**src/rtl/hb_pkg.sv**
```systemverilog
package hb_pkg;
  typedef struct packed {
    logic hi;
    logic lo;
  } leg_drv_t;

  // on=0 -> both off; otherwise level picks which switch conducts
  function automatic leg_drv_t leg_drive(input logic on, input logic level);
    leg_drv_t d;
    d.hi = on & level;
    d.lo = on & ~level;
    return d;
  endfunction
endpackage

```
**src/rtl/hb_pwm_cnt.sv**
```systemverilog
module hb_pwm_cnt #(
  parameter int unsigned PWM_W = 8
) (
  input  logic             clk_i,
  input  logic             rst_ni,
  output logic [PWM_W-1:0] cnt_o,
  output logic             wrap_o
);
  localparam logic [PWM_W-1:0] CNT_MAX = '1;

  logic [PWM_W-1:0] cnt_q;

  always_ff @(posedge clk_i or negedge rst_ni) begin
    if (!rst_ni) cnt_q <= '0;
    else         cnt_q <= cnt_q + 1'b1;
  end

  assign cnt_o  = cnt_q;
  assign wrap_o = (cnt_q == CNT_MAX);
endmodule

```
**src/rtl/hb_chan.sv**
```systemverilog
module hb_chan
  import hb_pkg::*;
#(
  parameter int unsigned PWM_W = 8,
  parameter bit          BRAKE = 1'b0
) (
  input  logic             clk_i,
  input  logic             rst_ni,
  input  logic             duty_we_i,
  input  logic [PWM_W-1:0] duty_d_i,
  input  logic             en_i,
  input  logic             req_a_i,
  input  logic             req_b_i,
  input  logic [PWM_W-1:0] cnt_i,
  input  logic             wrap_i,
  output leg_drv_t         leg_a_o,
  output leg_drv_t         leg_b_o
);
  // reset levels match a cleared control byte: inverter channel has b = ~a
  localparam logic [1:0] LVL_RST = {~BRAKE, 1'b0};

  logic [PWM_W-1:0] duty_q;
  logic [1:0]       lvl_q;
  logic             dead_q;
  logic [1:0]       lvl_req;
  logic             swap;
  logic             on;

  assign lvl_req = {req_b_i, req_a_i};
  assign swap    = wrap_i && (lvl_req != lvl_q);

  always_ff @(posedge clk_i or negedge rst_ni) begin
    if (!rst_ni) begin
      duty_q <= '0;
      lvl_q  <= LVL_RST;
      dead_q <= 1'b0;
    end else begin
      if (duty_we_i) duty_q <= duty_d_i;
      if (swap)      lvl_q  <= lvl_req;
      dead_q <= swap;
    end
  end

  assign on      = en_i && (cnt_i < duty_q) && !dead_q;
  assign leg_a_o = leg_drive(on, lvl_q[0]);
  assign leg_b_o = leg_drive(on, lvl_q[1]);
endmodule

```
**src/rtl/hb_overlap_det.sv**
```systemverilog
module hb_overlap_det #(
  parameter int unsigned N_LEG = 8
) (
  input  logic [N_LEG-1:0] hi_i,
  input  logic [N_LEG-1:0] lo_i,
  output logic             fault_o
);
  assign fault_o = |(hi_i & lo_i);
endmodule

```
**src/rtl/hbridge_quad.sv**
```systemverilog
module hbridge_quad
  import hb_pkg::*;
#(
  parameter int unsigned N_CH       = 4,
  parameter int unsigned PWM_W      = 8,
  parameter logic [N_CH-1:0] BRAKE_MASK = 4'b1000,
  localparam int unsigned SEL_W = (N_CH > 1) ? $clog2(N_CH) : 1,
  localparam int unsigned N_LEG = 2 * N_CH
) (
  input  logic             clk_i,
  input  logic             rst_ni,
  input  logic             ctrl_wr_i,
  input  logic [N_LEG-1:0] ctrl_data_i,
  input  logic             duty_wr_i,
  input  logic [SEL_W-1:0] duty_sel_i,
  input  logic [PWM_W-1:0] duty_data_i,
  input  logic [N_CH-1:0]  dir_b_i,
  output logic [N_LEG-1:0] gate_hi_o,
  output logic [N_LEG-1:0] gate_lo_o,
  output logic             fault_o
);
  logic [N_LEG-1:0] ctrl_q;
  logic [PWM_W-1:0] pwm_cnt;
  logic             pwm_wrap;

  always_ff @(posedge clk_i or negedge rst_ni) begin
    if (!rst_ni)        ctrl_q <= '0;
    else if (ctrl_wr_i) ctrl_q <= ctrl_data_i;
  end

  hb_pwm_cnt #(.PWM_W(PWM_W)) u_cnt (
    .clk_i  (clk_i),
    .rst_ni (rst_ni),
    .cnt_o  (pwm_cnt),
    .wrap_o (pwm_wrap)
  );

  for (genvar c = 0; c < N_CH; c++) begin : g_ch
    leg_drv_t leg_a, leg_b;
    logic     dir_a, dir_b, duty_we;

    assign dir_a   = ctrl_q[N_CH + c];
    assign dir_b   = BRAKE_MASK[c] ? dir_b_i[c] : ~dir_a;
    assign duty_we = duty_wr_i && (duty_sel_i == SEL_W'(c));

    hb_chan #(.PWM_W(PWM_W), .BRAKE(BRAKE_MASK[c])) u_chan (
      .clk_i     (clk_i),
      .rst_ni    (rst_ni),
      .duty_we_i (duty_we),
      .duty_d_i  (duty_data_i),
      .en_i      (ctrl_q[c]),
      .req_a_i   (dir_a),
      .req_b_i   (dir_b),
      .cnt_i     (pwm_cnt),
      .wrap_i    (pwm_wrap),
      .leg_a_o   (leg_a),
      .leg_b_o   (leg_b)
    );

    assign gate_hi_o[2*c]   = leg_a.hi;
    assign gate_lo_o[2*c]   = leg_a.lo;
    assign gate_hi_o[2*c+1] = leg_b.hi;
    assign gate_lo_o[2*c+1] = leg_b.lo;
  end

  hb_overlap_det #(.N_LEG(N_LEG)) u_det (
    .hi_i    (gate_hi_o),
    .lo_i    (gate_lo_o),
    .fault_o (fault_o)
  );
endmodule

```
**config.mk**
```make
export PLATFORM = sky130hd
export DESIGN_NAME = hbridge_quad
export DESIGN_NICKNAME = d
export VERILOG_FILES = /design/src/rtl/hb_pkg.sv /design/src/rtl/hb_pwm_cnt.sv /design/src/rtl/hb_chan.sv /design/src/rtl/hb_overlap_det.sv /design/src/rtl/hbridge_quad.sv
export SDC_FILE = /design/constraint.sdc
export NUM_CORES = 1
export LEC_CHECK = 0
export ABC_AREA = 1
export BUFFER_PORTS_ARGS = -buffer_cell sky130_fd_sc_hd__buf_2
export CORE_AREA = 4 4 90 92
export DETAILED_ROUTE_END_ITERATION = 6
export DIE_AREA = 0 0 94 96
export SYNTH_ARGS = -nofsm -noshare
export SYNTH_HDL_FRONTEND = slang
export SYNTH_SLANG_ARGS = --single-unit
```
**constraint.sdc**
```tcl
create_clock -name clk_i -period 1.85 [get_ports clk_i]
set_input_delay 0.0925 -clock clk_i [delete_from_list [all_inputs] [get_ports clk_i]]
set_output_delay 0.0925 -clock clk_i [all_outputs]
set_load 0.05 [all_outputs]
```
# Word-level counts from Yosys, hierarchy flattened

Index checks and enable logic that the tools add are counted.

Reductions and logical operators: 22
Order comparisons: 4
Bitwise logic cells: 28
Eq/ne operators: 8
$add $sub $neg: 1

Operators by type and width:

| kind                                                                  | number |
|---|---|
| 8-bit < comparator                                                    | 4 |
| 1-bit bitwise AND                                                     | 16 |
| 1-bit logical AND                                                     | 16 |
| 1-bit inverter                                                        | 11 |
| 8-bit by 1-bit adder with 8-bit output, second input constant         | 1 |
| 8-bit bitwise AND                                                     | 1 |
| 8-bit equality test, second input constant                            | 1 |
| 2-bit != test                                                         | 4 |
| 8-bit OR reduction                                                    | 1 |
| 2-bit equality test, second input constant                            | 2 |
| 1-bit logical NOT                                                     | 4 |
| 2-bit by 1-bit equality test with 1-bit output, second input constant | 1 |
| 2-bit logical NOT                                                     | 1 |

Input bits: 26
Bits in registers: 60
Logic and storage cells: 77

# Logic depth before layout (Yosys ltp)

Gate-level depths: netlist (run 1).

Depth in word-level cells: 6
Depth in mapped cells: 9
Gate-level depth less buffers: 9

# Cells and area by module

A second synthesis (run 1) with hierarchy kept.

Cells, all modules: 390
Area, all modules: 3,234.4 um^2

By module, submodules not included:

| module                       | area an instance (um^2) | sequential area each (um^2) | cells an instance | times used |
|---|---|---|---|---|
| hb_chan (g_ch[0].u_chan ...) | 620.6                   | 276.5                       | 73                | 3 |
| hb_chan (g_ch[3].u_chan)     | 619.3                   | 275.3                       | 73                | 1 |
| hb_pwm_cnt                   | 350.3                   | 200.2                       | 38                | 1 |
| hbridge_quad                 | 346.6                   | 200.2                       | 45                | 1 |
| hb_overlap_det               | 56.3                    | 0.0                         | 15                | 1 |

# Worst setup path before layout (run 1)

OpenSTA, ideal clock, no wires.

Path kind: register to output
Start point: reg u_cnt.cnt_q[7] (netlist: u_cnt.cnt_o[7])
End point: out gate_hi_o[4]
Slack: -81 ps
Arrival time: 1,839 ps
Stages on the path, launching flop included: 6
Required time: 1,757 ps
Cells stage by stage: dfrtp_1 -> ha_1 -> a21oi_1 -> o21a_1 -> nand4_1 -> nor2_1

Word-level cells in the longest chain between the ends: 4

Ends and longest elaborated chain:

| element                        | line               | RTL |
|---|---|---|
| from (decl)                    | hb_pwm_cnt.sv:11   | `logic [PWM_W-1:0] cnt_q;` |
| from (signal assigned)         | hb_pwm_cnt.sv:15   | `else cnt_q <= cnt_q + 1'b1;` |
| 8-bit < comparator             | hb_chan.sv:44      | `assign on = en_i && (cnt_i < duty_q) && !dead_q;` |
| 1-bit logical AND (2 in a row) | hb_chan.sv:44      |  |
| 1-bit bitwise AND              | hb_pkg.sv:10       | `d.hi = on & level;` |
| to (decl)                      | hbridge_quad.sv:18 | `output logic [N_LEG-1:0] gate_hi_o,` |

Every way passes these cells.

# Worst setup path in the final report (run 1)

Start point: reg u_cnt.cnt_q[7] (netlist: u_cnt.cnt_o[7])
End point: out gate_lo_o[4]

Word-level cells in the longest chain between the ends: 4

Ends and longest elaborated chain:

| element                        | line               | RTL |
|---|---|---|
| 8-bit < comparator             | hb_chan.sv:44      |  |
| 1-bit logical AND (2 in a row) | hb_chan.sv:44      |  |
| 1-bit bitwise AND              | hb_pkg.sv:11       | `d.lo = on & ~level;` |
| to (decl)                      | hbridge_quad.sv:19 | `output logic [N_LEG-1:0] gate_lo_o,` |

Every way passes these cells.

==> run_results.csv, run 1 <==
group,metric,value,unit
timing,fmax,485,MHz
clock_tree,cts_tree,"yes",
cells_and_area,fillCellCount,668,
floorplanning,fp-row-count,31,
cells_and_area,final_common_cell,"nand2_1",
min_path,min_from,"dir_b_i[3]",
placed_design,routabilityCongestion,0.775,
placed_design,hpwl,4.82,mm
yosys,ys_ff_latch,60,
yosys,synth_mux_area_frac,0.0142,
cells_and_area,mostFrequentLayoutCells,"nand2_1 (82), inv_1 (71), dfrtp_1 (51), o21ai_0 (38), buf_2 (22)",
clock_tree,cts_buffer_depth,2,
placed_design,dpl_cell_area,3490,um^2
job,maxCapViolations,0,
outcome,outcome,"finished, violations left",
min_path,hold_depth,3,
clock_tree,numCtsBuffers,9,
setup_path,path_cells,"ha_4, a21oi_1, o21a_1, nand4_1, nor2_1, buf_6",
drt,detail-route-antenna-nets,0,
drt,drt_pass1_iterations,4,
cells_and_area,antennaDiodeCount,0,
setup_path,cp.arrival,1970,ps
global_routing,grt_pass1_wl,11.6,mm
min_path,hold_end,"g_ch[3].u_chan.lvl_q[1]",
yosys,syn_inst,369,
power_and_ir_drop,p_leak,2.04,nW
timing,relSlewSlack,0.619,
yosys,synth_compound_area_frac,0.107,
setup_path,end_kind,"output port",
setup_path,path_max_fanout,6,
timing,grt_setup_unrepaired,"true",
clock_tree,cts_max_level,3,
global_routing,antenna_found_initial,0,
drt,vias,2504,
timing,finalSetupViolCount,16,
global_routing,first_global_vias,2527,
min_path,min_path_type,"in2reg",
yosys,synth.distinct_cells,24,
floorplanning,start_util,0.441,
setup_path,critPathMaxStageDelay,520,ps
yosys,ys_warn_count,0,
timing,fin_skew,8.03,ps
placed_design,io_buffer_count,38,
setup_path,ff2ff_setup_slack,90,ps
cells_and_area,stdcell_count,535,
power_and_ir_drop,max-vdd-ir-drop,0.473,mV
clock_tree,cts_root_buf,"clkbuf_8",
yosys,synth_top_family_by_area,"simple AND/OR/NAND/NOR gates",
yosys,synth-simple-area-share,0.179,
yosys,synth-xor-area-share,0.0165,
setup_path,critPathLaunchType,"flip-flop",
timing,worst_pin_slew,570,ps
timing,layout_setup_ws,-211,ps
setup_path,cp.required,1760,ps
yosys,synth-edff-count,0,
yosys,synth_fp_nets,424,
yosys,ys.flop_type,"dfrtp_1",
setup_path,slowest_stage,"dfrtp_2",
clock_tree,cts.sinks,60,
floorplanning,io-pin-count,43,
setup_path,worstSetupPathType,"reg2out",
yosys,ys_async_sr_fraction,1.00,
power_and_ir_drop,finalPower,3.46,mW
drt,post_drt_wl_per_cell,12.7,um
timing,final_max_slew_viol_count,0,
global_routing,grt_util_all_layers,0.167,
cells_and_area,final_cell_area,4210,um^2
yosys,ys_seq_area_frac,0.473,
timing,hold_violations,0,
yosys,syn_area,3180,um^2
setup_path,r2r-start,"u_cnt.cnt_o[1]",
floorplanning,die_w,94,um
timing,setup_tns,-2720,ps
drt,post_drt_via_cell_ratio,4.68,
cells_and_area,nets,486,
global_routing,grt-ovfl-total,0,
yosys,syn_area_per_cell,8.62,um^2
floorplanning,core-area,7210,um^2
power_and_ir_drop,power_density,820,nW/um^2
drt,drc_errors,0,
floorplanning,dieArea,9020,um^2
outcome,violations,"negative setup slack",
clock_tree,insertion_delay,340,ps
yosys,synth_fa_ha_area_frac,0.114,
global_routing,grt_max_degree,34,
floorplanning,die_h,96,um
setup_path,reg2reg_depth,10,
setup_path,r2r-end,"g_ch[1].u_chan.lvl_q[0]",
drt,dr.first_iter.drc_count,75,
timing,finalCritPeriodShare,1.11,
cells_and_area,drive_above_1_share,0.275,
timing,layout_min_cycle_time,2060,ps
placed_design,placed_cells,503,
cells_and_area,area_growth,32.4,%
clock_tree,path_clk_slew,70,ps
drt,drt-total-wl,6.79,mm
-- flip-flops by register name (all words and copies together), names as in the netlist --
name                flops
g_ch.u_chan.duty_q     32
u_cnt.cnt_o             8
g_ch.u_chan.lvl_q       8
g_ch.u_chan.dead_q      4
ctrl_q                  8
-- Yosys cell counts, types with 3 or more instances --
master / count / share of area
mux2_2: 4 / 0.014
xor2_1: 6 / 0.017
nand2_1: 84 / 0.099
clkbuf_1: 5 / 0.0059
inv_1: 71 / 0.084
o21ai_2: 6 / 0.017
nand4_1: 4 / 0.0079
dfstp_2: 3 / 0.025
ha_1: 29 / 0.11
nor3_1: 7 / 0.011
nand3_1: 6 / 0.0094
dfrtp_1: 57 / 0.45
nor2_1: 23 / 0.027
o21a_1: 4 / 0.0094
o21ai_0: 38 / 0.060
a21oi_1: 12 / 0.019
nand2_4: 3 / 0.011
-- kinds of logic (layout without fill, tap and decap cells) --
kind of cell	Yosys count	in the layout
other cells	1	1
simple gates	130	130
flops	60	60
mux	4	4
buf+inv	78	145
xor+xnor	6	6
compound gates	61	61
fa+ha+maj	29	29
-- power breakdown --
group          total, mW  switching (mW)  internal (mW)
Combinational      0.764           0.467          0.296
Clock               1.19           0.530          0.655
Sequential          1.51          0.0673           1.44
Total               3.46            1.06           2.39
-- routing by layer --
layer	track usage	vias to the layer above	share of wire
met5	0	-	0
met4	0.0842	0	0.020
met3	0.0242	12	0.021
met2	0.277	25	0.50
met1	0.214	1183	0.46
li1	-	1284	-
-- how the worst max path moves through the flow --
stage / startpoint / end / slack (ps) / cells after the start
6_report: u_cnt.cnt_o[7] / gate_lo_o[4] / -210 / 6
4_1_cts: u_cnt.cnt_o[1] / gate_hi_o[7] / -190 / 9
3_5_place_dp: u_cnt.cnt_o[7] / gate_lo_o[5] / 30 / 6
2_1_floorplan: u_cnt.cnt_o[7] / gate_hi_o[4] / -80 / 5
3_3_place_gp: u_cnt.cnt_o[3] / gate_lo_o[3] / 110 / 7
5_1_grt: u_cnt.cnt_o[7] / gate_lo_o[1] / -320 / 6
-- what timing repair did --
action,4_1_cts,5_1_grt
endpoints found under the hold margin,65,0
resized for setup,53,19
setup buffers,4,3
pin swaps,17,13
hold buffers,9,0
setup endpoints to repair,16,19
-- cell type report --
cell class / count / area, um^2 / share of cell area
sequential: 60 / 1510 / 0.359
inverter: 72 / 275 / 0.0653
timing repair buffer: 57 / 463 / 0.110
tap: 99 / 124 / 0.0294
clock buffer: 10 / 138 / 0.0327
clock inverter: 6 / 63.8 / 0.0151
multi-input combinational: 231 / 1640 / 0.388
-- stage by stage --
step	worst slack [ps]	hold WS (ps)	utilization
4_1_cts	-185	21.2	0.571
6_report	-211	36.1	0.584
3_5_place_dp	33.7	-87.0	0.484
5_1_grt	-318	55.4	0.584
2_1_floorplan	-81.3	-203	-
3_3_place_gp	110	-86.1	0.484
-- worst max-delay path, delay by kind of cell (launching register included) --
family	cells	cell delay (ps)
buffers and inverters	1	180
flip-flops	1	520
adder cells (fa/ha/maj)	1	250
AND/OR/NAND/NOR	2	400
AO/OA/AOI/OAI	2	270
Power figures use the tool's default switching activity.
==> run 2: changes to the inputs <==
--- a/config.mk
+++ b/config.mk
@@ -10,6 +10,7 @@
 export CORE_AREA = 4 4 90 92
 export DETAILED_ROUTE_END_ITERATION = 6
 export DIE_AREA = 0 0 94 96
+export REMOVE_ABC_BUFFERS = 1
 export SYNTH_ARGS = -nofsm -noshare
 export SYNTH_HDL_FRONTEND = slang
 export SYNTH_SLANG_ARGS = --single-unit
==> run 2 against run 1 <==
The flow still finishes with violations (negative setup slack). Via count is 0.36% higher. Global-route usage is 0.27 points higher. Final cell count is 0.56% lower. Clock skew is 5.2 ps lower. Sequential power hardly changed. Worst setup slack better by 11 ps. Count of clock-buffer cells in the layout is 2 higher. Flip-flop and latch count stayed put. Hold slack better by 16 ps. Critical path type unchanged. Critical endpoint is now gate_hi_o[4]. Largest cell class unchanged. Highest routed layer unchanged.
==> run_results.csv, run 2 (same netlist as run 1, synthesis figures left out) <==
group,metric,value,unit
setup_path,worstSetupPathType,"reg2out",
setup_path,ff2ff_setup_slack,110,ps
global_routing,grt_max_degree,39,
timing,worst_pin_slew,678,ps
clock_tree,numCtsBuffers,9,
timing,relSlewSlack,0.547,
timing,fmax,488,MHz
cells_and_area,antennaDiodeCount,0,
cells_and_area,area_growth,33.1,%
floorplanning,fp-row-count,31,
power_and_ir_drop,finalPower,3.52,mW
drt,vias,2513,
setup_path,path_max_fanout,5,
cells_and_area,stdcell_count,532,
cells_and_area,top_register,"g_ch.u_chan.duty_q",
min_path,min_from,"dir_b_i[3]",
placed_design,hpwl,4.75,mm
timing,final_max_slew_viol_count,0,
placed_design,io_buffer_count,38,
timing,setup_tns,-2700,ps
floorplanning,die_w,94,um
global_routing,grt_pass1_wl,11.7,mm
drt,drt-total-wl,7.09,mm
global_routing,grt_util_all_layers,0.170,
power_and_ir_drop,p_comb_frac,0.232,
drt,dr.first_iter.drc_count,106,
placed_design,placed_cells,504,
timing,layout_setup_ws,-200,ps
floorplanning,dieArea,9020,um^2
setup_path,cp.arrival,1960,ps
timing,fin_skew,2.83,ps
cells_and_area,nets,483,
setup_path,r2r-end,"g_ch[1].u_chan.lvl_q[0]",
drt,detail-route-antenna-nets,0,
timing,finalCritPeriodShare,1.11,
clock_tree,path_clk_slew,70,ps
setup_path,reg2reg_depth,9,
power_and_ir_drop,p_leak,2.04,nW
timing,grt_setup_unrepaired,"true",
power_and_ir_drop,clkPwrFrac,0.338,
cells_and_area,largest_register_ffs,32,
clock_tree,cts_tree,"yes",
clock_tree,cts.sinks,60,
clock_tree,cts_max_level,3,
cells_and_area,drive_above_1_share,0.296,
power_and_ir_drop,seq_power_share,0.430,
outcome,violations,"negative setup slack",
cells_and_area,postLayoutCoreUtil,0.587,
power_and_ir_drop,p_switching,1.07,mW
timing,layout_min_cycle_time,2050,ps
job,maxCapViolations,0,
placed_design,dp_slack,45.5,ps
clock_tree,cts_root_buf,"clkbuf_8",
power_and_ir_drop,p_int,2.45,mW
placed_design,routabilityCongestion,0.795,
outcome,outcome,"finished, violations left",
power_and_ir_drop,max-vdd-ir-drop,0.383,mV
floorplanning,io-pin-count,43,
cells_and_area,final_common_cell,"nand2_1",
setup_path,cp.required,1760,ps
setup_path,r2r-start,"u_cnt.cnt_o[1]",
setup_path,end_kind,"output port",
min_path,min_path_type,"in2reg",
power_and_ir_drop,power_density,832,nW/um^2
clock_tree,insertion_delay,330,ps
min_path,hold_depth,3,
setup_path,critPathLaunchType,"flip-flop",
floorplanning,start_util,0.441,
timing,hold_violations,0,
drt,drt_pass1_iterations,4,
global_routing,grt-ovfl-total,0,
min_path,hold_end,"g_ch[3].u_chan.lvl_q[1]",
drt,post_drt_wl_per_cell,13.3,um
global_routing,antenna_found_initial,0,
drt,drc_errors,0,
global_routing,first_global_vias,2457,
power_and_ir_drop,switching_share,0.304,
timing,finalSetupViolCount,16,
cells_and_area,mostFrequentLayoutCells,"nand2_1 (74), inv_1 (70), dfrtp_1 (52), o21ai_0 (38), buf_2 (22)",
floorplanning,core-area,7210,um^2
clock_tree,cts_buffer_depth,2,
drt,post_drt_via_cell_ratio,4.72,
floorplanning,die_h,96,um
run 2: cell count changes in the layout (fill, tap and decap cells not counted), sizes merged:
cell	change
buf	-3
clkinvlp	-1
clkinv	-1
clkbuf	+2
run 2: layout make-up:
cell class,instances,area (um^2)
clock buffer,12,155
clock inverter,4,47.5
fill,670,2980
inverter,72,275
multi-input combinational,231,1680
sequential,60,1510
tap,99,124
timing repair buffer,54,442
run 2: layer usage:
layer,vias up,track usage,wire [um]
li1,1279,-,-
met1,1184,0.226,3140
met2,39,0.280,3600
met3,11,0.0211,213
met4,0,0.0722,129
met5,-,0,0
run 2: per-stage QoR:
step                hold WS (ps)  cell area (um^2)
floorplan                   -203              3160
global placement             104              3510
detailed placement           108              3510
CTS                         38.1              4100
global route                94.9              4230
finish                      52.3              4230
run 2: worst max path at each step:
stage	cells past startpoint	slack (ps)	to	startpoint
after floorplan	5	-80	gate_hi_o[4]	u_cnt.cnt_o[7]
after global placement	6	80	gate_hi_o[0]	u_cnt.cnt_o[5]
after detailed placement	6	50	gate_hi_o[0]	u_cnt.cnt_o[7]
after CTS	6	-190	gate_hi_o[0]	u_cnt.cnt_o[5]
after global routing	6	-330	gate_lo_o[5]	u_cnt.cnt_o[4]
final	6	-200	gate_hi_o[4]	u_cnt.cnt_o[5]
run 2: timing repair:
action	CTS	global route
hold buffers	9	0
buffers inserted	3	0
setup endpoints to repair	16	16
hold endpoints to repair	30	0
resized for setup	54	26
pin swaps	25	13
run 2: worst max-delay path, stage by stage (launching register included):
cell     delay (ps)
dfrtp_2         500
ha_4            260
a21oi_4         130
o21a_1          150
nand4_1         210
nor2_1          200
buf_6           180
run 2: power by group through the flow:
stage                     Sequential [mW]  Combinational [mW]  Clock [mW]
final                                1.51               0.819        1.19
after floorplan                      1.52               0.451           0
after global routing                 1.53               0.920        1.29
after detailed placement             1.54               0.633           0
after global placement               1.53               0.618           0
after CTS                            1.51               0.762        1.23
==> run 3: changes to the inputs <==
--- a/config.mk
+++ b/config.mk
@@ -11,6 +11,7 @@
 export DETAILED_ROUTE_END_ITERATION = 6
 export DIE_AREA = 0 0 94 96
 export REMOVE_ABC_BUFFERS = 1
+export SKIP_LAST_GASP = 1
 export SYNTH_ARGS = -nofsm -noshare
 export SYNTH_HDL_FRONTEND = slang
 export SYNTH_SLANG_ARGS = --single-unit
==> run 3 against run 2 <==
Design area fell by 0.53%. Highest routed layer unchanged. Via count is 0.52% lower. Critical path type unchanged. Hold slack worse by 1.5 ps. Critical path depth did not move. Worst setup slack worse by 18 ps. Largest power group unchanged. Combinational power is 2% lower. The run still ends with negative setup slack left. Sequential power about the same. Largest cell class unchanged. Sequential share of layout area increased by 0.19 points. Final cell count did not move.
==> run_results.csv, run 3 (same netlist as run 1, synthesis figures left out) <==
group,metric,value,unit
cells_and_area,multi_input_area,1660,um^2
timing,hold_violations,0,
clock_tree,cts.sinks,60,
floorplanning,die_h,96,um
timing,relSlewSlack,0.553,
setup_path,critPathLaunchType,"flip-flop",
clock_tree,path_clk_slew,70,ps
clock_tree,cts_max_level,3,
timing,final_max_slew_viol_count,0,
floorplanning,die_w,94,um
cells_and_area,largest_register_ffs,32,
clock_tree,cts_tree,"yes",
timing,finalSetupViolCount,16,
timing,fmax,484,MHz
floorplanning,io-pin-count,43,
timing,layout_min_cycle_time,2070,ps
floorplanning,core-area,7210,um^2
clock_tree,insertion_delay,330,ps
cells_and_area,postLayoutCoreUtil,0.584,
clock_tree,cts_buffer_depth,2,
cells_and_area,seqCellArea,1510,um^2
cells_and_area,nets,483,
min_path,min_path_type,"in2reg",
placed_design,dp_slack,45.5,ps
setup_path,startpoint,"u_cnt.cnt_o[7]",
floorplanning,start_util,0.441,
timing,finalCritPeriodShare,1.12,
timing,worst_pin_slew,668,ps
cells_and_area,stdcell_count,532,
global_routing,grt_pass1_wl,11.7,mm
timing,layout_setup_ws,-218,ps
cells_and_area,final_cell_area,4210,um^2
setup_path,worstSetupPathType,"reg2out",
placed_design,hpwl,4.75,mm
placed_design,routabilityCongestion,0.795,
cells_and_area,antennaDiodeCount,0,
drt,drc_errors,0,
cells_and_area,fillCellCount,676,
global_routing,first_global_vias,2457,
drt,detail-route-antenna-nets,0,
cells_and_area,final_common_cell,"nand2_1",
drt,post_drt_via_cell_ratio,4.70,
global_routing,grt_max_degree,39,
drt,drt-total-wl,7.05,mm
floorplanning,dieArea,9020,um^2
cells_and_area,drive_above_1_share,0.282,
timing,grt_setup_unrepaired,"true",
setup_path,end_kind,"output port",
timing,fin_skew,3.08,ps
global_routing,grt_util_all_layers,0.170,
power_and_ir_drop,p_leak,2.04,nW
timing,setup_tns,-2810,ps
setup_path,critPathMaxStageDelay,480,ps
cells_and_area,mostFrequentLayoutCells,"nand2_1 (77), inv_1 (71), dfrtp_1 (52), o21ai_0 (38), buf_2 (22)",
setup_path,cp.required,1760,ps
drt,drt_pass1_iterations,4,
clock_tree,cts_root_buf,"clkbuf_8",
setup_path,cp_top_family,"flip-flops",
power_and_ir_drop,power_density,833,nW/um^2
clock_tree,numCtsBuffers,9,
setup_path,path_max_fanout,5,
drt,vias,2500,
placed_design,placed_cells,504,
global_routing,grt-ovfl-total,0,
setup_path,cp_num_buf_inv,1,
setup_path,slowest_stage,"dfrtp_2",
cells_and_area,area_growth,32.4,%
placed_design,dpl_cell_area,3510,um^2
setup_path,cp.arrival,1980,ps
drt,dr.first_iter.drc_count,93,
power_and_ir_drop,max-vdd-ir-drop,0.382,mV
floorplanning,fp-row-count,31,
job,maxCapViolations,0,
cells_and_area,top_register,"g_ch.u_chan.duty_q",
drt,post_drt_wl_per_cell,13.3,um
setup_path,r2r-start,"u_cnt.cnt_o[1]",
outcome,outcome,"finished, violations left",
placed_design,io_buffer_count,38,
outcome,violations,"negative setup slack",
min_path,min_from,"dir_b_i[3]",
global_routing,antenna_found_initial,0,
setup_path,path_cells,"ha_1, a21oi_1, o21a_1, nand4_1, nor2_1, buf_6",
run 3: changes by cell type in the layout (fill, tap and decap cells not counted):
| cell | before | now |
|---|---|---|
| ha_1 | 11 | 12 |
| ha_4 | 18 | 17 |
| inv_1 | 70 | 71 |
| inv_2 | 1 | 0 |
| nand2_1 | 74 | 77 |
| nand2_2 | 10 | 7 |
| nor2_1 | 18 | 19 |
| nor2_2 | 5 | 4 |
run 3: area by class of cell:
type | instances | area share
well taps | 99 | 0.0294
flip-flops and latches | 60 | 0.359
clock inverters | 4 | 0.0113
inverters | 72 | 0.0654
clock buffers | 12 | 0.0368
multi-input cells | 231 | 0.393
repair buffers | 54 | 0.105
run 3: stage by stage:
step                hold WS (ps)  power, mW
floorplan                   -203       1.97
global placement             104       2.15
detailed placement           108       2.17
CTS                         38.1       3.51
global route                94.9       3.72
finish                      50.8       3.51
run 3: worst paths after layout:
kind | to | cells after the start | slack (ps)
setup reg to reg | g_ch[1].u_chan.lvl_q[0] | 9 | 110
min in group asynchronous | g_ch[0].u_chan.duty_q[0] | 2 | 280
hold / removal | g_ch[3].u_chan.lvl_q[1] | 3 | 50
max in group asynchronous | g_ch[2].u_chan.lvl_q[1] | 3 | 910
hold reg to reg | g_ch[2].u_chan.lvl_q[1] | 1 | 450
setup / recovery | gate_lo_o[2] | 6 | -220
run 3: metal layers:
metal | vias to the layer above | GRT usage | part of all wire
met5 | - | 0 | 0
met4 | 0 | 0.0722 | 0.018
met3 | 10 | 0.0211 | 0.020
met2 | 26 | 0.280 | 0.50
met1 | 1185 | 0.226 | 0.46
li1 | 1279 | - | -
run 3: timing repair:
action	4_1_cts	5_1_grt
gates resized for setup	54	20
buffers inserted	3	0
setup endpoints to repair	16	16
pin swaps	25	12
hold buffers	9	0
endpoints found under the hold margin	30	0
run 3: where the power goes:
group / internal (mW) / leakage, nW / total (mW) / switching (mW)
Clock: 0.691 / 0.102 / 1.19 / 0.499
Sequential: 1.44 / 0.736 / 1.51 / 0.0730
Combinational: 0.315 / 1.20 / 0.804 / 0.489
Total: 2.45 / 2.04 / 3.51 / 1.06
run 3: worst reg2reg max path, stage by stage, from the launching register on:
cell and delay [ps]:
dfrtp_2 480, buf_4 150, ha_1 190, nand3_2 140
nor3_4 210, nand3_4 150, clkinv_4 110, nand2_4 70
nand2_1 80, o21ai_2 50
